**config.mk**
```make
export PLATFORM = sky130hd
export DESIGN_NAME = burst_addr_gen
export DESIGN_NICKNAME = d
export VERILOG_FILES = /design/src/rtl/bag_pkg.sv /design/src/rtl/bag_next_addr.sv /design/src/rtl/bag_strobe.sv /design/src/rtl/burst_addr_gen.sv
export SDC_FILE = /design/constraint.sdc
export NUM_CORES = 1
export LEC_CHECK = 0
export BUFFER_PORTS_ARGS = -buffer_cell sky130_fd_sc_hd__buf_2
export CORE_MARGIN = 3
export CORE_UTILIZATION = 30
export CTS_CLUSTER_DIAMETER = 30
export DETAILED_ROUTE_END_ITERATION = 8
export PLACE_DENSITY_LB_ADDON = 0.25
export SYNTH_ARGS = -nofsm -noshare
export SYNTH_HDL_FRONTEND = slang
export SYNTH_SLANG_ARGS = --single-unit
```
**constraint.sdc**
```tcl
create_clock -name clk -period 4.92 [get_ports clk]
set_input_delay 0.246 -clock clk [delete_from_list [all_inputs] [get_ports clk]]
set_output_delay 0.246 -clock clk [all_outputs]
set_load 0.005 [all_outputs]
```
**src/rtl/bag_pkg.sv**
```systemverilog
package bag_pkg;
    typedef enum logic [1:0] {
        BT_FIXED = 2'd0,
        BT_INCR  = 2'd1,
        BT_WRAP  = 2'd2,
        BT_RSVD  = 2'd3
    } burst_e;

    typedef enum logic {
        ST_IDLE = 1'b0,
        ST_BEAT = 1'b1
    } state_e;
endpackage

```
**src/rtl/bag_next_addr.sv**
```systemverilog
module bag_next_addr
    import bag_pkg::*;
#(
    parameter int ADDR_W = 32,
    parameter int LEN_W  = 4
) (
    input  logic [ADDR_W-1:0] cur_addr,
    input  logic [LEN_W-1:0]  len,
    input  logic [2:0]        size,
    input  burst_e            btype,
    output logic [ADDR_W-1:0] nxt_addr
);
    logic [ADDR_W-1:0] bytes;
    logic [ADDR_W-1:0] lane_mask;
    logic [ADDR_W-1:0] cont_mask;
    logic [ADDR_W-1:0] stepped;

    always_comb begin
        bytes     = ADDR_W'(1) << size;
        lane_mask = bytes - ADDR_W'(1);
        // container = bytes * beats; a power of two for legal wrap lengths
        cont_mask = (bytes * (ADDR_W'(len) + ADDR_W'(1))) - ADDR_W'(1);
        stepped   = (cur_addr & ~lane_mask) + bytes;
        unique case (btype)
            BT_FIXED: nxt_addr = cur_addr;
            BT_WRAP:  nxt_addr = (cur_addr & ~cont_mask) | (stepped & cont_mask);
            default:  nxt_addr = stepped;
        endcase
    end
endmodule

```
**src/rtl/bag_strobe.sv**
```systemverilog
module bag_strobe #(
    parameter int DATA_BYTES = 8,
    localparam int LANE_W = $clog2(DATA_BYTES)
) (
    input  logic [LANE_W-1:0]     offset,
    input  logic [2:0]            size,
    output logic [DATA_BYTES-1:0] strb
);
    logic [LANE_W:0] lo;
    logic [LANE_W:0] hi;
    logic [LANE_W:0] bytes;

    always_comb begin
        bytes = (LANE_W+1)'(1) << size;
        lo    = {1'b0, offset};
        hi    = (lo & ~(bytes - (LANE_W+1)'(1))) + bytes;
    end

    for (genvar i = 0; i < DATA_BYTES; i++) begin : g_lane
        assign strb[i] = ((LANE_W+1)'(i) >= lo) && ((LANE_W+1)'(i) < hi);
    end
endmodule

```
**src/rtl/burst_addr_gen.sv**
```systemverilog
module burst_addr_gen
    import bag_pkg::*;
#(
    parameter int ADDR_W     = 32,
    parameter int LEN_W      = 4,
    parameter int DATA_BYTES = 8
) (
    input  logic                  clk,
    input  logic                  rst_n,
    input  logic                  cmd_valid,
    output logic                  cmd_ready,
    input  logic [ADDR_W-1:0]     cmd_addr,
    input  logic [LEN_W-1:0]      cmd_len,
    input  logic [2:0]            cmd_size,
    input  logic [1:0]            cmd_burst,
    input  logic                  beat_accept,
    output logic                  beat_valid,
    output logic [ADDR_W-1:0]     beat_addr,
    output logic [DATA_BYTES-1:0] beat_strb,
    output logic                  beat_last,
    output logic                  burst_err
);
    localparam int LANE_W = $clog2(DATA_BYTES);

    state_e              state_q, state_d;
    logic [ADDR_W-1:0]   addr_q;
    logic [LEN_W-1:0]    len_q;
    logic [LEN_W-1:0]    cnt_q;
    logic [2:0]          size_q;
    burst_e              type_q;
    logic                err_q;
    logic [ADDR_W-1:0]   nxt_addr;
    logic [DATA_BYTES-1:0] lane_strb;
    logic                take_cmd;
    logic                at_last;

    assign take_cmd = (state_q == ST_IDLE) && cmd_valid;
    assign at_last  = (cnt_q == len_q);

    bag_next_addr #(.ADDR_W(ADDR_W), .LEN_W(LEN_W)) u_next (
        .cur_addr (addr_q),
        .len      (len_q),
        .size     (size_q),
        .btype    (type_q),
        .nxt_addr (nxt_addr)
    );

    bag_strobe #(.DATA_BYTES(DATA_BYTES)) u_strb (
        .offset (addr_q[LANE_W-1:0]),
        .size   (size_q),
        .strb   (lane_strb)
    );

    // next-state: take_cmd, advance, finish
    always_comb begin
        state_d = state_q;
        unique case (state_q)
            ST_IDLE: if (cmd_valid) state_d = ST_BEAT;
            ST_BEAT: if (beat_accept && at_last) state_d = ST_IDLE;
        endcase
    end

    always_ff @(posedge clk) begin
        if (!rst_n) state_q <= ST_IDLE;
        else        state_q <= state_d;
    end

    always_ff @(posedge clk) begin
        if (!rst_n) begin
            addr_q <= '0;
            len_q  <= '0;
            cnt_q  <= '0;
            size_q <= '0;
            type_q <= BT_INCR;
            err_q  <= 1'b0;
        end else if (take_cmd) begin
            addr_q <= cmd_addr;
            len_q  <= cmd_len;
            cnt_q  <= '0;
            size_q <= cmd_size;
            type_q <= burst_e'(cmd_burst);
            err_q  <= (cmd_burst == 2'd3);
        end else if ((state_q == ST_BEAT) && beat_accept && !at_last) begin
            addr_q <= nxt_addr;
            cnt_q  <= cnt_q + LEN_W'(1);
        end
    end

    always_comb begin
        cmd_ready  = (state_q == ST_IDLE);
        beat_valid = (state_q == ST_BEAT);
        beat_addr  = addr_q;
        beat_strb  = beat_valid ? lane_strb : '0;
        beat_last  = beat_valid && at_last;
        burst_err  = beat_valid && err_q;
    end

    logic [ADDR_W-1:0] chk_mask;
    assign chk_mask = (ADDR_W'(1) << size_q) - ADDR_W'(1);

    p_start_addr_r2: assert property (@(posedge clk) disable iff (!rst_n)
        (cmd_valid && cmd_ready) |=> (beat_valid && !cmd_ready && beat_addr == $past(cmd_addr)));

    p_incr_align_r5: assert property (@(posedge clk) disable iff (!rst_n)
        (beat_valid && beat_accept && !beat_last && (type_q == BT_INCR || type_q == BT_RSVD))
        |=> ((beat_addr & chk_mask) == '0));

    p_fixed_hold_r6: assert property (@(posedge clk) disable iff (!rst_n)
        (beat_valid && beat_accept && !beat_last && type_q == BT_FIXED)
        |=> (beat_addr == $past(beat_addr)));

    p_strb_some_r8: assert property (@(posedge clk) disable iff (!rst_n)
        beat_valid |-> (beat_strb != '0));

    p_err_active_r9: assert property (@(posedge clk) disable iff (!rst_n)
        burst_err |-> beat_valid);

    p_last_done_r10: assert property (@(posedge clk) disable iff (!rst_n)
        (beat_valid && beat_last && beat_accept) |=> (cmd_ready && !beat_valid));

    p_stall_hold_r11: assert property (@(posedge clk) disable iff (!rst_n)
        (beat_valid && !beat_accept) |=> (beat_valid && $stable(beat_addr) && $stable(beat_last)));
endmodule

```
* Word level (Yosys, flattened, before mapping)
Index checks and enable logic that the tools add are counted.
** Word-level totals
- Flip-flop bits (word level) :: 47
- Output and inout bits :: 44
** Operators by class
- Add/sub/neg operators :: 7
- $mul :: 1
- Order comparisons :: 16
- Eq/ne operators :: 4
- Shift operators :: 2
- Mux-type cells :: 7
- Bitwise gates (word level) :: 10
- Reduce and logical (&&, ||, !) cells :: 19
** Operators with widths (count)
- 32-bit AND :: 3
- 32-bit 2-to-1 mux :: 2
- 32-bit inverter :: 2
- 32-bit one-hot mux with 2 select lines :: 1
- 32-bit by 1-bit subtractor with 32-bit output (second input constant) :: 2
- 32-bit adder :: 1
- 32-bit by 32-bit multiplier with 32-bit output :: 1
- 32-bit OR :: 1
- 1-bit by 3-bit left shift with 32-bit output (first input constant) :: 1
- 3-bit by 4-bit < comparator with 1-bit output (first input constant) :: 4
- 1-bit logical AND :: 14
- 3-bit >= comparator (first input constant) :: 4
- 1-bit by 4-bit < comparator with 1-bit output (first input constant) :: 2
- 2-bit by 4-bit < comparator with 1-bit output (first input constant) :: 2
- 8-bit 2-to-1 mux :: 1
- 1-bit by 3-bit >= comparator with 1-bit output (first input constant) :: 2
- 2-bit by 3-bit >= comparator with 1-bit output (first input constant) :: 2
- 4-bit by 1-bit adder with 5-bit output (second input constant) :: 1
- 4-bit by 1-bit adder with 4-bit output (second input constant) :: 1
- 4-bit adder :: 1
- 3-bit by 4-bit AND with 4-bit output :: 1
- 2-bit == test (second input constant) :: 2
- 4-bit == test :: 1
- 4-bit inverter :: 1
- 11 further kinds :: 13

* Logic depth before layout (Yosys ltp)
Gate-level depths: netlist of run 1.
- Depth after elaboration :: 10
- Depth in mapped cells :: 22
- Mapped depth without buffers :: 20

* Hierarchy
From an unflattened synthesis of run 1, not the netlist that was laid out.
** Second synthesis, totals
- Cells, all modules :: 839
- Area total of the unflattened synthesis :: 6042.0 sq um
** By module, submodules not included
- bag_next_addr :: instances 1, cells each 477, area each 3310.7 sq um
- burst_addr_gen :: instances 1, cells each 309, area each 2378.5 sq um
- bag_strobe :: instances 1, cells each 53, area each 352.8 sq um

* Least setup slack after synthesis of run 1
No wires, ideal clock.
- Path type :: register to register
- From :: register size_q[0]
- To :: register (tool-made name)
- Arrival time :: 4946 ps
- Data required time :: 4814 ps
- Setup slack :: -132 ps
- Stages on the path, launching flop included :: 22
- Path buffers :: 4
- Period minus slack after synthesis :: 5052 ps
- Cells stage by stage :: dfxtp_1 buf_2 buf_2 clkbuf_1 nor3b_1 inv_1 nor2_1 fa_1 ha_1 inv_1 fa_1 inv_1 ha_1 a211oi_1 o21a_1 nor3b_1 a2111oi_2 nand2_1 clkbuf_1 a41oi_1 o21ai_0 o311ai_0
** RTL lines
- from (decl) :: line burst_addr_gen.sv:29 : logic [2:0] size_q;
- from (signal assigned) :: line burst_addr_gen.sv:80 : size_q <= cmd_size;

==> results of run 1 <==
kinds of logic (layout without fill, tap and decap cells):
logic type,Yosys count,count (layout),synth area share
AND/OR/NAND/NOR,252,252,0.243
AO/OA/AOI/OAI,187,187,0.249
buffers and inverters,114,216,0.0901
adder cells (fa/ha/maj),57,57,0.170
flip-flops,47,47,0.184
XOR/XNOR,32,32,0.0547
multiplexers,5,5,0.00977
per-stage QoR:
step	setup TNS, ps	setup slack (ps)
finish	0	212
global route	-0.0697	-0.0697
CTS	0	9.52
detailed placement	-41.9	-27.6
global placement	-102	-37.2
floorplan	0	8.08
cell type report:
| cell class | count | area, um^2 | share of cell area |
|---|---|---|---|
| Clock buffer | 5 | 125 | 0.0199 |
| Multi-Input combinational cell | 533 | 3820 | 0.609 |
| Inverter | 71 | 267 | 0.0424 |
| Tap cell | 220 | 275 | 0.0438 |
| Sequential cell | 47 | 947 | 0.151 |
| Timing Repair Buffer | 137 | 816 | 0.130 |
| Clock inverter | 3 | 27.5 | 0.00438 |
synthesized netlist by cell type, types with 5 or more instances:
cell      count
o211ai_1      7
a31oi_1      10
and2_1        9
nand2_1      95
nor3_1        9
xor2_1       14
nor2b_1      10
dfxtp_1      47
xnor2_1      18
mux2i_1       5
o21bai_1      5
and3_1       15
nand3b_1      5
buf_4         6
nand2b_1      7
nand4_1       9
buf_2         9
inv_1        70
fa_1         21
a21o_1        8
a311oi_1      5
o21a_1        6
nor2_1       45
clkbuf_1     24
a21oi_1      54
o21ai_0      34
ha_1         36
nand3_1      22
repair_timing:
action,in CTS,in global routing
resized for setup,4,24
setup buffers,0,3
endpoints found under the setup margin,7,21
pin swaps,0,3
gates cloned,0,0
worst max-delay path: cells and delay by family (launching register included):
family	cells	cell delay [ps]
AO/OA/AOI/OAI	5	730
adder cells (fa/ha/maj)	4	1830
buffers and inverters	7	960
flip-flops	1	390
AND/OR/NAND/NOR	4	700
path summary, 6_finish.rpt:
kind / startpoint / end / slack (ps) / cells after the start
max reg2reg: size_q[2] / register / 210 / 20
min reg2reg: err_q / err_q / 460 / 2
min: cmd_addr[25] / register / 130 / 3
max: size_q[2] / register / 210 / 20
layer usage:
metal	vias up	wire length (um)
li1	2638	-
met1	2527	7880
met2	158	7550
met3	10	887
met4	0	142
met5	-	0
power by group through the flow:
stage	registers (uW)	logic, uW	clock network, uW
detailed placement	460	553	0
finish	453	585	379
CTS	452	560	392
global placement	461	555	0
floorplan	440	365	0
global route	460	652	408
==> out/metrics.yaml, run 1 <==
status: "finished clean"
netSwitchingPower_uw: 548
dp.cells: 1005
comb_power_share: 0.413
drive_above_1_share: 0.222
slew_headroom: 0.383
fin_worst_skew_ps: 8.13
grt_busiest_layer: "met2"
synthArstFlopShare: 0
io_buffers: 88
gp_congestion: 0.851
fill_cells: 1809
coreArea_um2: 16600
cts_root_buf: "clkbuf_16"
p_seq_frac: 0.320
grt_use_met3: 0.0221
area_delta_synth_final_pct: 22.6
io_pins: 89
synth_top_area_cell: "dfxtp_1"
initial_core_util: 0.308
ys.warnings.count: 0
clk_pin_slew_ps: 80
final_cell_area_um2: 6280
cts_tree: "done"
period_needed_ps: 4710
clock_latency_ps: 310
synth.avg_cell_area_um2: 7.38
start_kind: "register"
via_per_inst: 5.25
crit_path_cell_trace: "buf_4 -> nor2_2 -> buf_4 -> and2_1 -> fa_1 -> inv_1 -> fa_1 -> fa_1 -> inv_1 -> ha_1 -> o21ai_1 -> buf_4 -> o21a_1 -> nor3b_2 -> buf_4 -> nand4_1 -> a31oi_1 -> buf_4 -> o21ai_0 -> o311ai_1"
grt_use_met1: 0.255
synthTopCellsByArea: "dfxtp_1 18%, ha_1 8.8%, fa_1 8.2%"
numCtsBuffers: 5
grt-ovfl-total: 0
die-area_um2: 18700
synth-edff-count: 0
crit_path_max_incr_delay_ps: 540
crit_type: "reg2reg"
synth_nets: 796
maxCapViolations: 0
arrival_ps: 4920
fmax_mhz: 212
p_per_area_nw_per_um2: 225
swShare: 0.387
p_total_uw: 1420
synthesis.area_um2: 5120
cp-end-kind: "register"
antenna_found_initial: 0
slew_violations: 0
pwr-share-clk: 0.267
ir_worst_vdd_v: 0.000132
groute.usage.overall: 0.176
first_iter_violations: 375
hold_path_class: "in2reg"
path_max_fanout: 8
nets: 897
layout_commonest_cell: "nand2_1"
leakage_uw: 0.00279
vias: 5333
ys_seq_elements: 47
netlist.area_leader.share: 0.184
clock-sinks: 47
die_h_um: 137
cpMostUsedCell: "buf_4"
clockBufferDepth: 2
final_cell_mix: "94 x nand2_1, 88 x buf_2, 70 x inv_1, 53 x a21oi_1, 47 x buf_4"
whs_ps: 132
ys.flop_type: "dfxtp_1"
tightest_slew_ps: 923
dr.pass1.iters: 5
grt_max_degree: 41
hold_viol: 0
utilization: 0.377
drcViolationCount: 0
die_w_um: 137
rows: 47
yosysSeqAreaShare: 0.184
placed_area_um2: 6000
setup_viol: 0
grt_pass1_vias: 4923
grt_first_pass_wirelength_mm: 26.2
cts_max_level: 2
hold_buffers: 0
crit_required_ps: 5130
wl_mm: 16.5
slowest_stage: "fa_1"
wl_per_cell_um: 16.2
syn_inst: 694
hpwl_mm: 12.3
fin_crit_sh: 0.957
ant_nets: 0
finalNonFillerCells: 1016
n_antenna_cell: 0
synth.distinct_cells: 78
intPower_uw: 868
grtUsageMet2: 0.281
Note: power is estimated with default switching activity, not from simulation.
==> run 2: changes to the inputs <==
--- a/config.mk
+++ b/config.mk
@@ -7,7 +7,7 @@
 export LEC_CHECK = 0
 export BUFFER_PORTS_ARGS = -buffer_cell sky130_fd_sc_hd__buf_2
 export CORE_MARGIN = 3
-export CORE_UTILIZATION = 30
+export CORE_UTILIZATION = 52
 export CTS_CLUSTER_DIAMETER = 30
 export DETAILED_ROUTE_END_ITERATION = 8
 export PLACE_DENSITY_LB_ADDON = 0.25
==> out/metrics.yaml, run 2 (synthesis gave the netlist of run 1 again) <==
status: "finished clean"
slew_headroom: 0.427
whs_ps: 129
drcViolationCount: 0
p_total_uw: 1310
n_antenna_cell: 0
cts_max_level: 2
via_per_inst: 6.04
cts_root_buf: "clkbuf_8"
period_needed_ps: 4730
clock-sinks: 47
setup_viol: 0
dp.cells: 899
io_pins: 89
antenna_found_initial: 0
path_max_fanout: 7
clock_latency_ps: 310
drive_above_1_share: 0.205
rows: 35
wl_per_cell_um: 17.2
utilization: 0.638
grt_pass1_vias: 5359
fmax_mhz: 212
nets: 882
tightest_slew_ps: 857
ant_nets: 0
die_w_um: 105
cts_tree: "done"
crit_required_ps: 5140
area_delta_synth_final_pct: 17.3
hpwl_mm: 11.6
coreArea_um2: 9420
fin_worst_skew_ps: 4.76
numCtsBuffers: 5
die_h_um: 105
grt_first_pass_wirelength_mm: 25.9
maxCapViolations: 0
clk_pin_slew_ps: 90
crit_path_start: "len_q[0]"
wl_mm: 15.6
hold_path_class: "in2reg"
r2r_start: "len_q[0]"
ir_worst_vdd_v: 0.000140
hp-start: "cmd_addr[25]"
groute.usage.overall: 0.281
die-area_um2: 11100
grt_max_degree: 40
gp_congestion: 0.926
clockBufferDepth: 2
finalNonFillerCells: 909
hold_viol: 0
dr.pass1.iters: 5
grt-ovfl-total: 0
cp-end-kind: "register"
slew_violations: 0
first_iter_violations: 468
hold_buffers: 0
start_kind: "register"
fill_cells: 845
leakage_uw: 0.00270
p_per_area_nw_per_um2: 218
tns_ps: 0
layout_commonest_cell: "nand2_1"
final_cell_mix: "94 x nand2_1, 88 x buf_2, 70 x inv_1, 53 x a21oi_1, 45 x nor2_1"
arrival_ps: 4940
regToRegSetupSlack_ps: 190
io_buffers: 88
initial_core_util: 0.544
vias: 5490
fin_crit_sh: 0.961
crit_type: "reg2reg"
## run 2: cell types whose count changed in the layout (fill, tap and decap cells not counted), sizes merged
cell / change
buf: -15
bufinv: +1
clkinvlp: -1
inv: -2
clkbuf: +1
## run 2: per-stage QoR
step	area (um^2)	setup slack [ps]
detailed placement	5780	-173
floorplan	5130	8.08
finish	6010	194
global placement	5780	-97.4
global route	6010	-34.5
CTS	5930	24.6
## run 2: final timing paths
check                           endpoint  depth (start not counted)
worst min register to register     err_q                          2
worst max register to register  register                         18
worst max-delay path            register                         18
worst min-delay path            register                          3
## run 2: power breakdown
part	internal, uW	switching, uW	leakage [uW]
clock	149	145	0.0000513
combinational	254	311	0.00226
sequential	406	46.6	0.000387
## run 2: critical path, cell delays in order, from the launching register on
cell and delay (ps):
dfxtp_1 340, ha_2 220, xnor2_4 180, buf_4 150
nand2b_1 160, fa_1 610, inv_1 80, fa_1 530
inv_1 40, ha_1 240, fa_1 440, a211oi_1 270
o21bai_1 140, o22ai_2 260, o221ai_2 180, o21ai_0 240
a21oi_2 170, a22o_1 230, a21o_1 140
## run 2: layout make-up
class | instances | area (um^2) | area share
Inverter | 71 | 267 | 0.0443
Clock inverter | 1 | 30.0 | 0.00500
Tap cell | 129 | 161 | 0.0269
Multi-Input combinational cell | 533 | 3830 | 0.637
Clock buffer | 6 | 72.6 | 0.0121
Timing Repair Buffer | 122 | 703 | 0.117
Sequential cell | 47 | 947 | 0.158
## run 2: per-layer routing
layer / vias up / global-route usage / routed length, um
met5: - / 0 / 0
met1: 2574 / 0.374 / 6400
met2: 272 / 0.472 / 7490
met3: 38 / 0.0490 / 1390
met4: 0 / 0.0703 / 310
li1: 2606 / - / -
## run 2: timing repair
| item | 4_1_cts | 5_1_grt |
|---|---|---|
| setup buffers | 1 | 2 |
| pin swaps | 1 | 5 |
| gates cloned | 0 | 0 |
| gates resized for setup | 11 | 16 |
| setup endpoints to repair | 16 | 20 |
